[config.mk]
export PLATFORM = sky130hd
export DESIGN_NAME = tcc_channel
export DESIGN_NICKNAME = d
export VERILOG_FILES = /design/src/rtl/tcc_pkg.sv /design/src/rtl/tcc_ctrl.sv /design/src/rtl/tcc_datapath.sv /design/src/rtl/tcc_channel.sv
export SDC_FILE = /design/constraint.sdc
export NUM_CORES = 1
export LEC_CHECK = 0
export ABC_AREA = 1
export BUFFER_PORTS_ARGS = -buffer_cell sky130_fd_sc_hd__buf_2
export CAP_MARGIN = 0
export CORE_ASPECT_RATIO = 0.8
export CORE_MARGIN = 5
export CORE_UTILIZATION = 52
export CTS_CLUSTER_DIAMETER = 30
export CTS_CLUSTER_SIZE = 8
export DETAILED_ROUTE_END_ITERATION = 7
export PLACE_DENSITY = 0.87
export SETUP_SLACK_MARGIN = 0.1
export SLEW_MARGIN = 20
export SYNTH_ARGS = -nofsm -noshare
export SYNTH_HDL_FRONTEND = slang
export SYNTH_SLANG_ARGS = --single-unit
export TNS_END_PERCENT = 5
[constraint.sdc]
create_clock -name clk -period 2.45 [get_ports clk]
set_input_delay 0.49 -clock clk [delete_from_list [all_inputs] [get_ports clk]]
set_output_delay 0.49 -clock clk [all_outputs]
set_load 0.01 [all_outputs]
[src/rtl/tcc_pkg.sv]
package tcc_pkg;
  localparam int unsigned TCC_WIDTH = 16;

  // control-to-datapath strobes
  typedef struct packed {
    logic capture;   // latch counter value
    logic hostLoad;  // latch host write data
  } tccStrobe_t;

  typedef enum logic [1:0] {
    EDGE_NONE = 2'b00,
    EDGE_RISE = 2'b01,
    EDGE_FALL = 2'b10,
    EDGE_BOTH = 2'b11
  } tccEdge_t;
endpackage

[src/rtl/tcc_ctrl.sv]
module tcc_ctrl
  import tcc_pkg::*;
#(
  parameter int unsigned SYNC_STAGES = 2
) (
  input  logic       clk,
  input  logic       rstN,
  input  logic       modeCapture,
  input  logic       srcSel,
  input  logic [1:0] edgeSel0,
  input  logic [1:0] edgeSel1,
  input  logic       wrEn,
  input  logic       pinA,
  input  logic       pinB,
  input  logic       cmpEqual,
  output tccStrobe_t strb,
  output logic       matchIrq
);
  localparam int unsigned NUM_PINS = 2;

  logic [NUM_PINS-1:0] pinRaw;
  logic [NUM_PINS-1:0] pinSync;
  logic [NUM_PINS-1:0] pinPrev;
  logic [NUM_PINS-1:0] pinRise;
  logic [NUM_PINS-1:0] pinFall;

  assign pinRaw = {pinB, pinA};

  // per-pin synchronizer chain and edge detector
  for (genvar p = 0; p < NUM_PINS; p++) begin : g_pin
    logic [SYNC_STAGES-1:0] chain;
    always_ff @(posedge clk or negedge rstN) begin
      if (!rstN) begin
        chain      <= '0;
        pinPrev[p] <= 1'b0;
      end else begin
        chain      <= {chain[SYNC_STAGES-2:0], pinRaw[p]};
        pinPrev[p] <= chain[SYNC_STAGES-1];
      end
    end
    assign pinSync[p] = chain[SYNC_STAGES-1];
    assign pinRise[p] = pinSync[p] & ~pinPrev[p];
    assign pinFall[p] = ~pinSync[p] & pinPrev[p];
  end

  // pinA: code names the active level change, capture on the opposite one
  function automatic tccEdge_t decodePin0(input logic [1:0] code);
    case (code)
      2'b00:   return EDGE_RISE;
      2'b01:   return EDGE_FALL;
      default: return EDGE_NONE;
    endcase
  endfunction

  // pinB: code maps directly to the capturing transition
  function automatic tccEdge_t decodePin1(input logic [1:0] code);
    case (code)
      2'b00:   return EDGE_FALL;
      2'b01:   return EDGE_RISE;
      2'b11:   return EDGE_BOTH;
      default: return EDGE_NONE;
    endcase
  endfunction

  tccEdge_t edgeKind;
  logic     selRise;
  logic     selFall;
  logic     edgeHit;
  logic     matchHit;
  logic     eqPrev;

  always_comb begin
    if (srcSel) begin
      edgeKind = decodePin1(edgeSel1);
      selRise  = pinRise[1];
      selFall  = pinFall[1];
    end else begin
      edgeKind = decodePin0(edgeSel0);
      selRise  = pinRise[0];
      selFall  = pinFall[0];
    end
    edgeHit = (edgeKind[0] & selRise) | (edgeKind[1] & selFall);
  end

  assign strb.capture  = modeCapture & edgeHit;
  assign strb.hostLoad = wrEn & ~modeCapture & ~strb.capture;
  assign matchHit      = ~modeCapture & cmpEqual;

  // pulse only on arrival of equality; eqPrev resets high so reset never pulses
  always_ff @(posedge clk or negedge rstN) begin
    if (!rstN) begin
      eqPrev   <= 1'b1;
      matchIrq <= 1'b0;
    end else begin
      eqPrev   <= matchHit;
      matchIrq <= matchHit & ~eqPrev;
    end
  end

  p_irq_one_cycle_r3: assert property (@(posedge clk) disable iff (!rstN)
    matchIrq |=> !matchIrq);

  p_no_irq_capture_r6: assert property (@(posedge clk) disable iff (!rstN)
    modeCapture |=> !matchIrq);

  p_pin0_reserved_r7: assert property (@(posedge clk) disable iff (!rstN)
    (!srcSel && edgeSel0[1]) |-> !strb.capture);

  p_pin1_reserved_r8: assert property (@(posedge clk) disable iff (!rstN)
    (srcSel && edgeSel1 == 2'b10) |-> !strb.capture);
endmodule

[src/rtl/tcc_datapath.sv]
module tcc_datapath
  import tcc_pkg::*;
#(
  parameter int unsigned WIDTH = TCC_WIDTH
) (
  input  logic             clk,
  input  logic             rstN,
  input  tccStrobe_t       strb,
  input  logic [WIDTH-1:0] cntVal,
  input  logic [WIDTH-1:0] wrData,
  input  logic             modeCapture,
  input  logic             clearOnMatch,
  output logic [WIDTH-1:0] cmpReg,
  output logic             cmpEqual,
  output logic             zeroIllegal
);
  localparam logic [WIDTH-1:0] ZERO_VAL = '0;

  // capture takes priority over a host load
  always_ff @(posedge clk or negedge rstN) begin
    if (!rstN)              cmpReg <= ZERO_VAL;
    else if (strb.capture)  cmpReg <= cntVal;
    else if (strb.hostLoad) cmpReg <= wrData;
  end

  assign cmpEqual    = (cmpReg == cntVal);
  assign zeroIllegal = ~modeCapture & clearOnMatch & (cmpReg == ZERO_VAL);

  p_capture_load_r9: assert property (@(posedge clk) disable iff (!rstN)
    strb.capture |=> (cmpReg == $past(cntVal)));

  p_hold_idle_r6: assert property (@(posedge clk) disable iff (!rstN)
    (!strb.capture && !strb.hostLoad) |=> $stable(cmpReg));
endmodule

[src/rtl/tcc_channel.sv]
module tcc_channel
  import tcc_pkg::*;
#(
  parameter int unsigned WIDTH       = TCC_WIDTH,
  parameter int unsigned SYNC_STAGES = 2
) (
  input  logic             clk,
  input  logic             rstN,
  input  logic             modeCapture,
  input  logic             srcSel,
  input  logic [1:0]       edgeSel0,
  input  logic [1:0]       edgeSel1,
  input  logic             clearOnMatch,
  input  logic [WIDTH-1:0] cntVal,
  input  logic             wrEn,
  input  logic [WIDTH-1:0] wrData,
  input  logic             pinA,
  input  logic             pinB,
  output logic [WIDTH-1:0] rdData,
  output logic             matchIrq,
  output logic             zeroCmpIllegal
);
  tccStrobe_t strb;
  logic       cmpEqual;

  tcc_ctrl #(.SYNC_STAGES(SYNC_STAGES)) ctrl_i (
    .clk         (clk),
    .rstN        (rstN),
    .modeCapture (modeCapture),
    .srcSel      (srcSel),
    .edgeSel0    (edgeSel0),
    .edgeSel1    (edgeSel1),
    .wrEn        (wrEn),
    .pinA        (pinA),
    .pinB        (pinB),
    .cmpEqual    (cmpEqual),
    .strb        (strb),
    .matchIrq    (matchIrq)
  );

  tcc_datapath #(.WIDTH(WIDTH)) dp_i (
    .clk          (clk),
    .rstN         (rstN),
    .strb         (strb),
    .cntVal       (cntVal),
    .wrData       (wrData),
    .modeCapture  (modeCapture),
    .clearOnMatch (clearOnMatch),
    .cmpReg       (rdData),
    .cmpEqual     (cmpEqual),
    .zeroIllegal  (zeroCmpIllegal)
  );

  p_wr_compare_r2: assert property (@(posedge clk) disable iff (!rstN)
    (!modeCapture && wrEn) |=> (rdData == $past(wrData)));

  p_wr_dropped_r6: assert property (@(posedge clk) disable iff (!rstN)
    (modeCapture && !strb.capture) |=> $stable(rdData));
endmodule

==> results of run 1 <==
[stage by stage]
step	hold WS, ns	instance area, um^2	utilization [%]	setup WS, ns	instances
3_3_place_gp	0.334	1830	65.6	0.716	314
6_report	0.187	1900	68.2	0.670	318
5_1_grt	0.227	1900	68.2	0.528	318
3_5_place_dp	0.343	1830	65.6	0.689	314
2_1_floorplan	0.194	1540	-	0.858	221
4_1_cts	0.206	1900	68.2	0.673	318
[worst max path at each step]
| stage | startpoint | end | slack (ns) | depth (start not counted) |
|---|---|---|---|---|
| floorplan | modeCapture | zeroCmpIllegal | 0.86 | 4 |
| global placement | modeCapture | zeroCmpIllegal | 0.72 | 5 |
| global route | dp_i.cmpReg[7] | zeroCmpIllegal | 0.53 | 4 |
| detailed placement | modeCapture | zeroCmpIllegal | 0.69 | 5 |
| CTS | dp_i.cmpReg[3] | zeroCmpIllegal | 0.67 | 4 |
| finish | dp_i.cmpReg[3] | zeroCmpIllegal | 0.67 | 4 |
[worst max-delay path, delay by kind of cell (launching register included)]
family        cells  cell delay [ns]
buf+inv           1             0.16
flops             1             0.43
simple gates      3             0.43
[power breakdown]
| group | leakage (uW) | switching (uW) | internal (uW) | total [uW] |
|---|---|---|---|---|
| clock network | 0.0000357 | 131 | 219 | 350 |
| logic | 0.000818 | 175 | 127 | 302 |
| registers | 0.000288 | 52.9 | 442 | 495 |
[area by class of cell]
cell class	count	area (um^2)	area share [%]
multi-input combinational	151	723	38.1
sequential	24	602	31.7
timing repair buffer	61	305	16.1
inverter	40	150	7.91
tap	38	47.5	2.50
clock buffer	3	41.3	2.17
clock inverter	1	30.0	1.58
[cells in the final DEF (no fill, tap or decap), drive strengths merged]
master	Yosys	final
o21ai	5	5
bufinv	0	1
nor3	1	1
nor2	20	20
or2	1	1
ha	2	2
clkbuf	1	3
nand4	3	3
nand3	36	36
nand2	74	74
dfrtp	23	23
o22ai	1	1
buf	5	61
inv	40	40
xor2	2	2
dfstp	1	1
xnor2	5	5
a21oi	1	1
[layer usage]
metal	global-route usage (%)	up-vias	part of all wire [%]	wire length, um
li1	-	791	-	-
met1	25.0	701	42	1650
met2	32.4	56	48	1880
met3	5.80	6	8.4	328
met4	4.83	0	0.93	36
met5	0	-	0	0
[cells by family after synthesis]
| logic type | share of synthesized area [%] |
|---|---|
| buffers and inverters | 13.7 |
| AOI/OAI and AO/OA | 2.36 |
| xor gates and xnor gates | 3.99 |
| and+or+nand+nor | 39.1 |
| adders and majority gates | 1.63 |
| DFF | 39.2 |
[registers in the layout, indices dropped and copies added, names as in the netlist]
register / cells
ctrl_i.eqPrev: 1
ctrl_i.matchIrq: 1
ctrl_i.pinPrev: 2
dp_i.cmpReg: 16
ctrl_i.g_pin.chain: 4
==> results.txt, run 1 <==
----------------------------------------------------
[Timing]
  Worst slew margin relative to its limit ... 64.0%
  Final worst path period share ... 72.7%
  Maximum clock frequency ... 0.562 GHz
  Setup violation total in the final timing report ... 0
  Worst setup skew after layout ... 0.00227 ns
  Total Neg Setup Slack ... 0 ns
  Final hold viol count ... 0
  Post-layout min period ... 1.78 ns
  Unrepaired setup endpoints after global routing ... false
  Max Slew Vio Count ... 0
  Worst slew pin tran ... 0.540 ns

[Critical path]
  Cell count of the worst reg-to-reg path ... 9
  Largest stage delay on the critical path ... 0.43 ns
  Max FO, Critical Path ... 4
  Worst Path Arrival ... 1.29 ns
  Endpoint of the lowest-slack register-to-register path ... dp_i.cmpReg[3]
  Slack of the worst reg-to-reg path ... 1.08 ns
  Kind of critical path ... reg2out
  RR Startpoint ... ctrl_i.g_pin[0].chain[1]
  Crit path max-delay cell type ... sky130_fd_sc_hd__dfrtp_1
  Worst setup SP type ... flip-flop
  Setup crit end kind ... primary output
  Cells along the critical path ... nor2_1, nand4_1, nor3_1, buf_2
  Required time of the critical path ... 1.96 ns

[Logic synthesis]
  Post-synth EDFFs ... 0
  Yosys top cell area share ... 37.5%
  Cell types with the highest counts after synthesis ... sky130_fd_sc_hd__nand2_1, sky130_fd_sc_hd__inv_1, sky130_fd_sc_hd__nand3_1, sky130_fd_sc_hd__dfrtp_1, sky130_fd_sc_hd__nor2_1
  Yosys top cell by area ... sky130_fd_sc_hd__dfrtp_1
  Avg Inst Size Synth ... 6.95 um^2
  Part of the Yosys area used for sequential elements ... 39.2%
  Cell types occupying the most area after synthesis ... sky130_fd_sc_hd__dfrtp_1, sky130_fd_sc_hd__nand2_1, sky130_fd_sc_hd__nand3_1, sky130_fd_sc_hd__inv_1, sky130_fd_sc_hd__nor2_1
  Cells after Synth ... 221
  Syn_nets ... 267
  Most used flip-flop cell after synthesis ... sky130_fd_sc_hd__dfrtp_1
  Mapped cell area ... 1540 um^2
  Warnings from Yosys ... 0
  Share of flip-flops with an asynchronous set or reset ... 100%
  Library cells used by synthesis ... 24
  Top-count cell post-synth ... sky130_fd_sc_hd__nand2_1
  Flip-flop and latch count after synthesis ... 24

[Floorplanning]
  Die Y-Extent ... 58.6 um
  Starting utilization of the core area ... 55.1%
  Die width ... 70.8 um
  Number of placement rows ... 17
  Placeable core region ... 2790 um^2
  Io pins ... 62
  Die Outline Area ... 4150 um^2

[CTS]
  Post-CTS setup repair buffer count ... 0
  Maximum root-to-sink buffer count ... 2
  Later-pin clock latency in the skew report ... 0.27 ns
  CTS tree ... yes
  Count of hold buffers inserted by post-cts repair ... 0
  Quantity of gates resized following cts ... 0
  Clock-pin slew of the registers on the worst-case setup and hold paths ... 0.09 ns
  Cell at the root of the clock tree ... sky130_fd_sc_hd__clkbuf_8
  Number of H-tree levels ... 1
  TritonCTS Sinks ... 24
  Total clock buffers created by CTS ... 3

[Drt]
  Detailed Routing Iterations Pass 1 ... 5
  Count of unresolved DRC violations after routing ... 0
  Antenna Violating Nets Remaining ... 0
  Post-Route WL ... 3890 um
  Vias per cell ... 4.89
  Initial drt markers ... 95
  Wire length per cell after detailed routing ... 12.2 um
  Via count ... 1,554

[Layout]
  Area growth, synth to finish ... 23.7%
  Nets ... 327
  Count of antenna diodes in the layout ... 0
  Layout cell share with drive strength beyond 1 ... 27.1%
  Number of filler instances in the final layout ... 247

[Global routing]
  Largest net degree at the start of global routing ... 25
  Vias in the first global route ... 1,424
  Number of antenna violations at the first check in global routing ... 0
  Wire length of the first global-routing pass ... 6450 um
  Total routing usage reported by global routing ... 19.4%
  Residual overflow from global routing ... 0

[Placement]
  Post-detail-place hpwl ... 2950 um
  Weighted congestion reported at the end of routability-driven placement ... 0.833
  IO Port Bufs ... 61

[Pwr]
  Leakage power figure ... 0.00114 uW
  Power density normalized to cell area ... 604 nW/um^2
  Overall Power ... 1150 uW
  Peak VDD IR ... 0.472 mV

[Hold path]
  Classification of the worst-slack hold path ... in2async

[Run status]
  Result of the run ... complete, no violations

[Run]
  Max capacitance violation total ... 0

----------------------------------------------------
No activity file was read; power rests on OpenSTA's default activity.
==> run 2: changes to the inputs <==
--- a/config.mk
+++ b/config.mk
@@ -10,11 +10,11 @@
 export CAP_MARGIN = 0
 export CORE_ASPECT_RATIO = 0.8
 export CORE_MARGIN = 5
-export CORE_UTILIZATION = 52
+export CORE_UTILIZATION = 48
 export CTS_CLUSTER_DIAMETER = 30
 export CTS_CLUSTER_SIZE = 8
 export DETAILED_ROUTE_END_ITERATION = 7
-export PLACE_DENSITY = 0.87
+export PLACE_DENSITY = 0.81
 export SETUP_SLACK_MARGIN = 0.1
 export SLEW_MARGIN = 20
 export SYNTH_ARGS = -nofsm -noshare
==> constraint.sdc (replaced) <==
create_clock -name clk -period 1.7 [get_ports clk]
set_input_delay 0.34 -clock clk [delete_from_list [all_inputs] [get_ports clk]]
set_output_delay 0.34 -clock clk [all_outputs]
set_load 0.01 [all_outputs]
==> run 2 against run 1 <==
Net effect:
- clock power grew 41%
- combinational power grew 73%
- worst hold slack lost 0.14 ns
- routed wire length grew 4.2%
- clock skew grew 0.00050 ns
- largest power group unchanged
==> results.txt, run 2 (synthesis results as in run 1) <==
----------------------------------------------------
[Pwr]
  Peak VDD IR ... 0.587 mV
  Power density normalized to cell area ... 857 nW/um^2
  Leakage power figure ... 0.00121 uW
  Overall Power ... 1720 uW

[Placement]
  IO Port Bufs ... 61
  Number of placed cells counting well taps ... 317
  Post-place setup slack ... 0.112 ns
  Post-detail-place hpwl ... 2910 um
  Weighted congestion reported at the end of routability-driven placement ... 0.840

[Floorplanning]
  Placeable core region ... 3090 um^2
  Starting utilization of the core area ... 49.8%
  Number of placement rows ... 18
  Io pins ... 62
  Die Outline Area ... 4440 um^2
  Die Y-Extent ... 60.6 um
  Die width ... 73.2 um

[Layout]
  Number of non-filler instances in the completed layout ... 333
  Area growth, synth to finish ... 30.7%
  Number of flip-flops under the largest register name ... 16
  Area of the multi-input gates ... 731 um^2
  Most frequent cells in the layout ... sky130_fd_sc_hd__nand2_1, sky130_fd_sc_hd__buf_2, sky130_fd_sc_hd__inv_1, sky130_fd_sc_hd__nand3_1, sky130_fd_sc_hd__dfrtp_1
  Number of filler instances in the final layout ... 266
  Count of antenna diodes in the layout ... 0
  Area of all sequential standard cells ... 602 um^2
  Leading registers by flop count ... dp_i.cmpReg (16), ctrl_i.g_pin.chain (4), ctrl_i.pinPrev (2)
  Most common library cell in the layout ignoring fill and taps ... sky130_fd_sc_hd__nand2_1
  Register containing the most flip-flops in the final layout ... dp_i.cmpReg
  Nets ... 340
  Layout cell share with drive strength beyond 1 ... 31.4%

[Global routing]
  Largest net degree at the start of global routing ... 25
  Vias in the first global route ... 1,512
  Residual overflow from global routing ... 0
  Global-route met1 utilization ... 23.8%
  Met2 demand-to-capacity share in global routing ... 31.5%
  Total routing usage reported by global routing ... 18.5%
  Wire length of the first global-routing pass ... 6400 um
  Number of antenna violations at the first check in global routing ... 0
  M3 GR Usage ... 5.13%
  Busiest grt layer ... met2

[CTS]
  Maximum root-to-sink buffer count ... 2
  CTS tree ... yes
  Cell at the root of the clock tree ... sky130_fd_sc_hd__clkbuf_8
  Total clock buffers created by CTS ... 3
  Number of H-tree levels ... 1
  Later-pin clock latency in the skew report ... 0.26 ns
  Clock-pin slew of the registers on the worst-case setup and hold paths ... 0.08 ns
  TritonCTS Sinks ... 24

[Timing]
  Final hold viol count ... 0
  Least setup slack across all paths after layout ... 0.0849 ns
  Maximum clock frequency ... 0.619 GHz
  Worst slew pin tran ... 0.521 ns
  Max Slew Vio Count ... 0
  Worst setup skew after layout ... 0.00277 ns
  Final worst path period share ... 95.0%
  Unrepaired setup endpoints after global routing ... true
  Minimum hold slack ... 0.0429 ns
  Post-layout min period ... 1.62 ns
  Total Neg Setup Slack ... 0 ns
  Worst slew margin relative to its limit ... 65.3%
  Setup violation total in the final timing report ... 0

[Critical path]
  RR Startpoint ... ctrl_i.g_pin[0].chain[1]
  Critical Path Source ... dp_i.cmpReg[3]
  Cell count of the worst reg-to-reg path ... 8
  Endpoint of the lowest-slack register-to-register path ... dp_i.cmpReg[9]
  Kind of critical path ... reg2out
  Slack of the worst reg-to-reg path ... 0.37 ns
  Max FO, Critical Path ... 3
  Setup crit end kind ... primary output
  End point of the critical path ... zeroCmpIllegal
  Required time of the critical path ... 1.36 ns
  Worst Path Arrival ... 1.28 ns
  Worst setup SP type ... flip-flop

[Drt]
  Vias per cell ... 4.86
  Count of unresolved DRC violations after routing ... 0
  Detailed Routing Iterations Pass 1 ... 4
  Wire length per cell after detailed routing ... 12.2 um
  Post-Route WL ... 4050 um
  Via count ... 1,619
  Initial drt markers ... 150
  Antenna Violating Nets Remaining ... 0

[Run]
  Max capacitance violation total ... 0

[Hold path]
  Classification of the worst-slack hold path ... in2async

[Run status]
  Result of the run ... complete, no violations

----------------------------------------------------
run 2: final cells by class:
cell class | instances | area share [%]
Clock inverter | 1 | 1.50
Sequential cell | 24 | 30.0
Timing Repair Buffer | 74 | 20.1
Tap cell | 40 | 2.49
Clock buffer | 3 | 2.06
Multi-Input combinational cell | 151 | 36.4
Inverter | 40 | 7.48
run 2: power by group:
group          internal [uW]  switching (uW)  leakage [uW]
clock network            315             178     0.0000357
logic                    239             283      0.000882
registers                636            68.4      0.000288
run 2: worst min-delay path by stage:
stage,start,to,depth (start not counted)
2_1_floorplan,rstN,ctrl_i.g_pin[0].chain[0],0
3_3_place_gp,ctrl_i.g_pin[1].chain[0],ctrl_i.g_pin[1].chain[1],0
3_5_place_dp,ctrl_i.g_pin[1].chain[0],ctrl_i.g_pin[1].chain[1],0
4_1_cts,rstN,dp_i.cmpReg[10],1
5_1_grt,rstN,dp_i.cmpReg[12],1
6_report,rstN,dp_i.cmpReg[12],1
run 2: repair_timing:
| item | CTS | global route |
|---|---|---|
| endpoints found under the setup margin | 1 | 1 |
| pin swaps | 0 | 4 |
| setup buffers | 1 | 11 |
| gates resized for setup | 0 | 3 |
| hold buffers | 0 | 0 |
run 2: layer usage:
layer	vias to the layer above	part of all wire [%]
li1	816	-
met1	736	42
met2	63	49
met3	4	8.6
met4	0	0.67
met5	-	0
run 2: through the flow:
stage / util, % / cell area, um^2
floorplan: - / 1540
global placement: 59.6 / 1840
detailed placement: 59.6 / 1840
CTS: 62.1 / 1920
global route: 65.0 / 2010
finish: 65.0 / 2010
run 2: worst max-delay path, cell delays in order, from the launching register on:
cell and delay (ns):
sky130_fd_sc_hd__dfrtp_1 0.42, sky130_fd_sc_hd__nor2_1 0.14, sky130_fd_sc_hd__nand4_1 0.12, sky130_fd_sc_hd__nor3_2 0.17
sky130_fd_sc_hd__buf_2 0.16
==> run 3: changes to the inputs <==
--- a/config.mk
+++ b/config.mk
@@ -8,13 +8,14 @@
 export ABC_AREA = 1
 export BUFFER_PORTS_ARGS = -buffer_cell sky130_fd_sc_hd__buf_2
 export CAP_MARGIN = 0
-export CORE_ASPECT_RATIO = 0.8
+export CELL_PAD_IN_SITES_DETAIL_PLACEMENT = 1
+export CELL_PAD_IN_SITES_GLOBAL_PLACEMENT = 2
 export CORE_MARGIN = 5
-export CORE_UTILIZATION = 48
+export CORE_UTILIZATION = 25
 export CTS_CLUSTER_DIAMETER = 30
 export CTS_CLUSTER_SIZE = 8
 export DETAILED_ROUTE_END_ITERATION = 7
-export PLACE_DENSITY = 0.81
+export PLACE_DENSITY = 0.82
 export SETUP_SLACK_MARGIN = 0.1
 export SLEW_MARGIN = 20
 export SYNTH_ARGS = -nofsm -noshare
==> run 3 against run 2 <==
Net effect:
- first-iteration DRC count shrank 68%
- combinational power grew 5.0%
- global-route usage is 5.9 points lower
- power down 5.0%
- sequential cell count did not move
- count of clock-buffer cells in the layout grew 1
- clock power fell by 19%
- final area is 1.4% higher
- highest routed layer unchanged
==> results.txt, run 3 (synthesis results as in run 1) <==
----------------------------------------------------
[Run status]
  Result of the run ... complete, no violations

[Placement]
  Weighted congestion reported at the end of routability-driven placement ... 0.723
  IO Port Bufs ... 61
  Post-place setup slack ... 0.0658 ns
  Post-detail-place hpwl ... 3610 um

[Critical path]
  Cell count of the worst reg-to-reg path ... 8
  Crit path max-delay cell type ... sky130_fd_sc_hd__dfrtp_1
  Number of stages on the worst setup path ... 4
  Setup crit end kind ... primary output
  Largest stage delay on the critical path ... 0.40 ns
  Cells along the critical path ... nor2_1, nand4_1, nor3_1, buf_2
  Kind of critical path ... reg2out
  Max FO, Critical Path ... 2
  Worst setup SP type ... flip-flop
  Worst Path Arrival ... 1.24 ns
  Buffering stage count on the worst path with inverters included ... 1
  Cell family with most CP delay ... flip-flops
  Required time of the critical path ... 1.36 ns

[Drt]
  Antenna Violating Nets Remaining ... 0
  Detailed Routing Iterations Pass 1 ... 4
  Vias per cell ... 4.31
  Initial drt markers ... 48
  Via count ... 1,592
  Count of unresolved DRC violations after routing ... 0
  Post-Route WL ... 4780 um
  Wire length per cell after detailed routing ... 13.0 um

[Layout]
  Leading registers by flop count ... dp_i.cmpReg (16), ctrl_i.g_pin.chain (4), ctrl_i.pinPrev (2)
  Number of flip-flops under the largest register name ... 16
  Number of filler instances in the final layout ... 798
  Layout cell share with drive strength beyond 1 ... 31.0%
  Area growth, synth to finish ... 32.5%
  Most frequent cells in the layout ... sky130_fd_sc_hd__nand2_1, sky130_fd_sc_hd__buf_2, sky130_fd_sc_hd__inv_1, sky130_fd_sc_hd__nand3_1, sky130_fd_sc_hd__dfrtp_1
  Nets ... 341
  Count of antenna diodes in the layout ... 0
  Register containing the most flip-flops in the final layout ... dp_i.cmpReg
  Most common library cell in the layout ignoring fill and taps ... sky130_fd_sc_hd__nand2_1

[CTS]
  CTS tree ... yes
  Cell at the root of the clock tree ... sky130_fd_sc_hd__clkbuf_8
  Clock-pin slew of the registers on the worst-case setup and hold paths ... 0.09 ns
  Total clock buffers created by CTS ... 3
  TritonCTS Sinks ... 24
  Number of H-tree levels ... 1
  Later-pin clock latency in the skew report ... 0.27 ns
  Count of hold buffers inserted by post-cts repair ... 0
  Maximum root-to-sink buffer count ... 2

[Hold path]
  Classification of the worst-slack hold path ... in2async

[Timing]
  Max Slew Vio Count ... 0
  Unrepaired setup endpoints after global routing ... true
  Total Neg Setup Slack ... 0 ns
  Maximum clock frequency ... 0.632 GHz
  Worst slew pin tran ... 0.560 ns
  Least setup slack across all paths after layout ... 0.119 ns
  Post-layout min period ... 1.58 ns
  Worst setup skew after layout ... 0.00811 ns
  Setup violation total in the final timing report ... 0
  Final hold viol count ... 0
  Worst slew margin relative to its limit ... 62.7%
  Final worst path period share ... 93.0%

[Global routing]
  Vias in the first global route ... 1,604
  Largest net degree at the start of global routing ... 25
  Total routing usage reported by global routing ... 12.6%
  Wire length of the first global-routing pass ... 7620 um
  Number of antenna violations at the first check in global routing ... 0
  Residual overflow from global routing ... 0

[Floorplanning]
  Die width ... 88.4 um
  Die Y-Extent ... 88.4 um
  Number of placement rows ... 28
  Io pins ... 62
  Starting utilization of the core area ... 25.8%
  Placeable core region ... 5960 um^2
  Die Outline Area ... 7810 um^2

[Pwr]
  Power density normalized to cell area ... 803 nW/um^2
  Leakage power figure ... 0.00120 uW
  Peak VDD IR ... 0.282 mV

[Run]
  Max capacitance violation total ... 0

----------------------------------------------------
[run 3: final timing paths]
kind	slack, ns	start	end
worst max register to register	0.35	ctrl_i.pinPrev[1]	dp_i.cmpReg[6]
max in group asynchronous	1.27	rstN	ctrl_i.eqPrev
worst max-delay path	0.12	dp_i.cmpReg[3]	zeroCmpIllegal
worst min-delay path	0.05	rstN	dp_i.cmpReg[10]
worst min register to register	0.36	ctrl_i.g_pin[0].chain[0]	ctrl_i.g_pin[0].chain[1]
min in group clk	0.17	pinB	ctrl_i.g_pin[1].chain[0]
[run 3: cell type report]
cell class	instances	area, um^2	share of cell area, %
multi-input cells	151	723	35.5
flip-flops and latches	24	602	29.6
repair buffers	75	410	20.2
inverters	40	150	7.38
well taps	75	93.8	4.61
clock buffers	4	55.1	2.71
[run 3: where the power goes]
| part | switching (uW) | internal (uW) |
|---|---|---|
| combinational | 303 | 244 |
| sequential | 51.0 | 636 |
| clock | 191 | 207 |
| total | 545 | 1090 |
[run 3: what timing repair did]
item | 4_1_cts | 5_1_grt
endpoints found under the setup margin | 1 | 1
gates resized for setup | 0 | 1
buffers inserted | 10 | 3
pin swaps | 4 | 2
[run 3: routing by layer]
layer / part of all wire (%) / vias up / wire length [um] / track usage (%)
li1: - / 817 / - / -
met1: 47 / 726 / 2240 / 17.5
met2: 47 / 44 / 2240 / 20.3
met3: 4.9 / 5 / 232 / 1.77
met4: 1.4 / 0 / 68 / 3.71
met5: 0 / - / 0 / 0
[run 3: stage by stage]
step	hold WS, ns	total power, uW	util, %	instance area [um^2]	instances
global placement	0.334	1170	31.6	1880	352
global route	0.0909	1760	34.2	2030	369
CTS	0.0680	1640	33.8	2010	366
detailed placement	0.342	1180	31.6	1880	352
finish	0.0457	1630	34.2	2030	369
floorplan	0.0444	984	-	1540	221
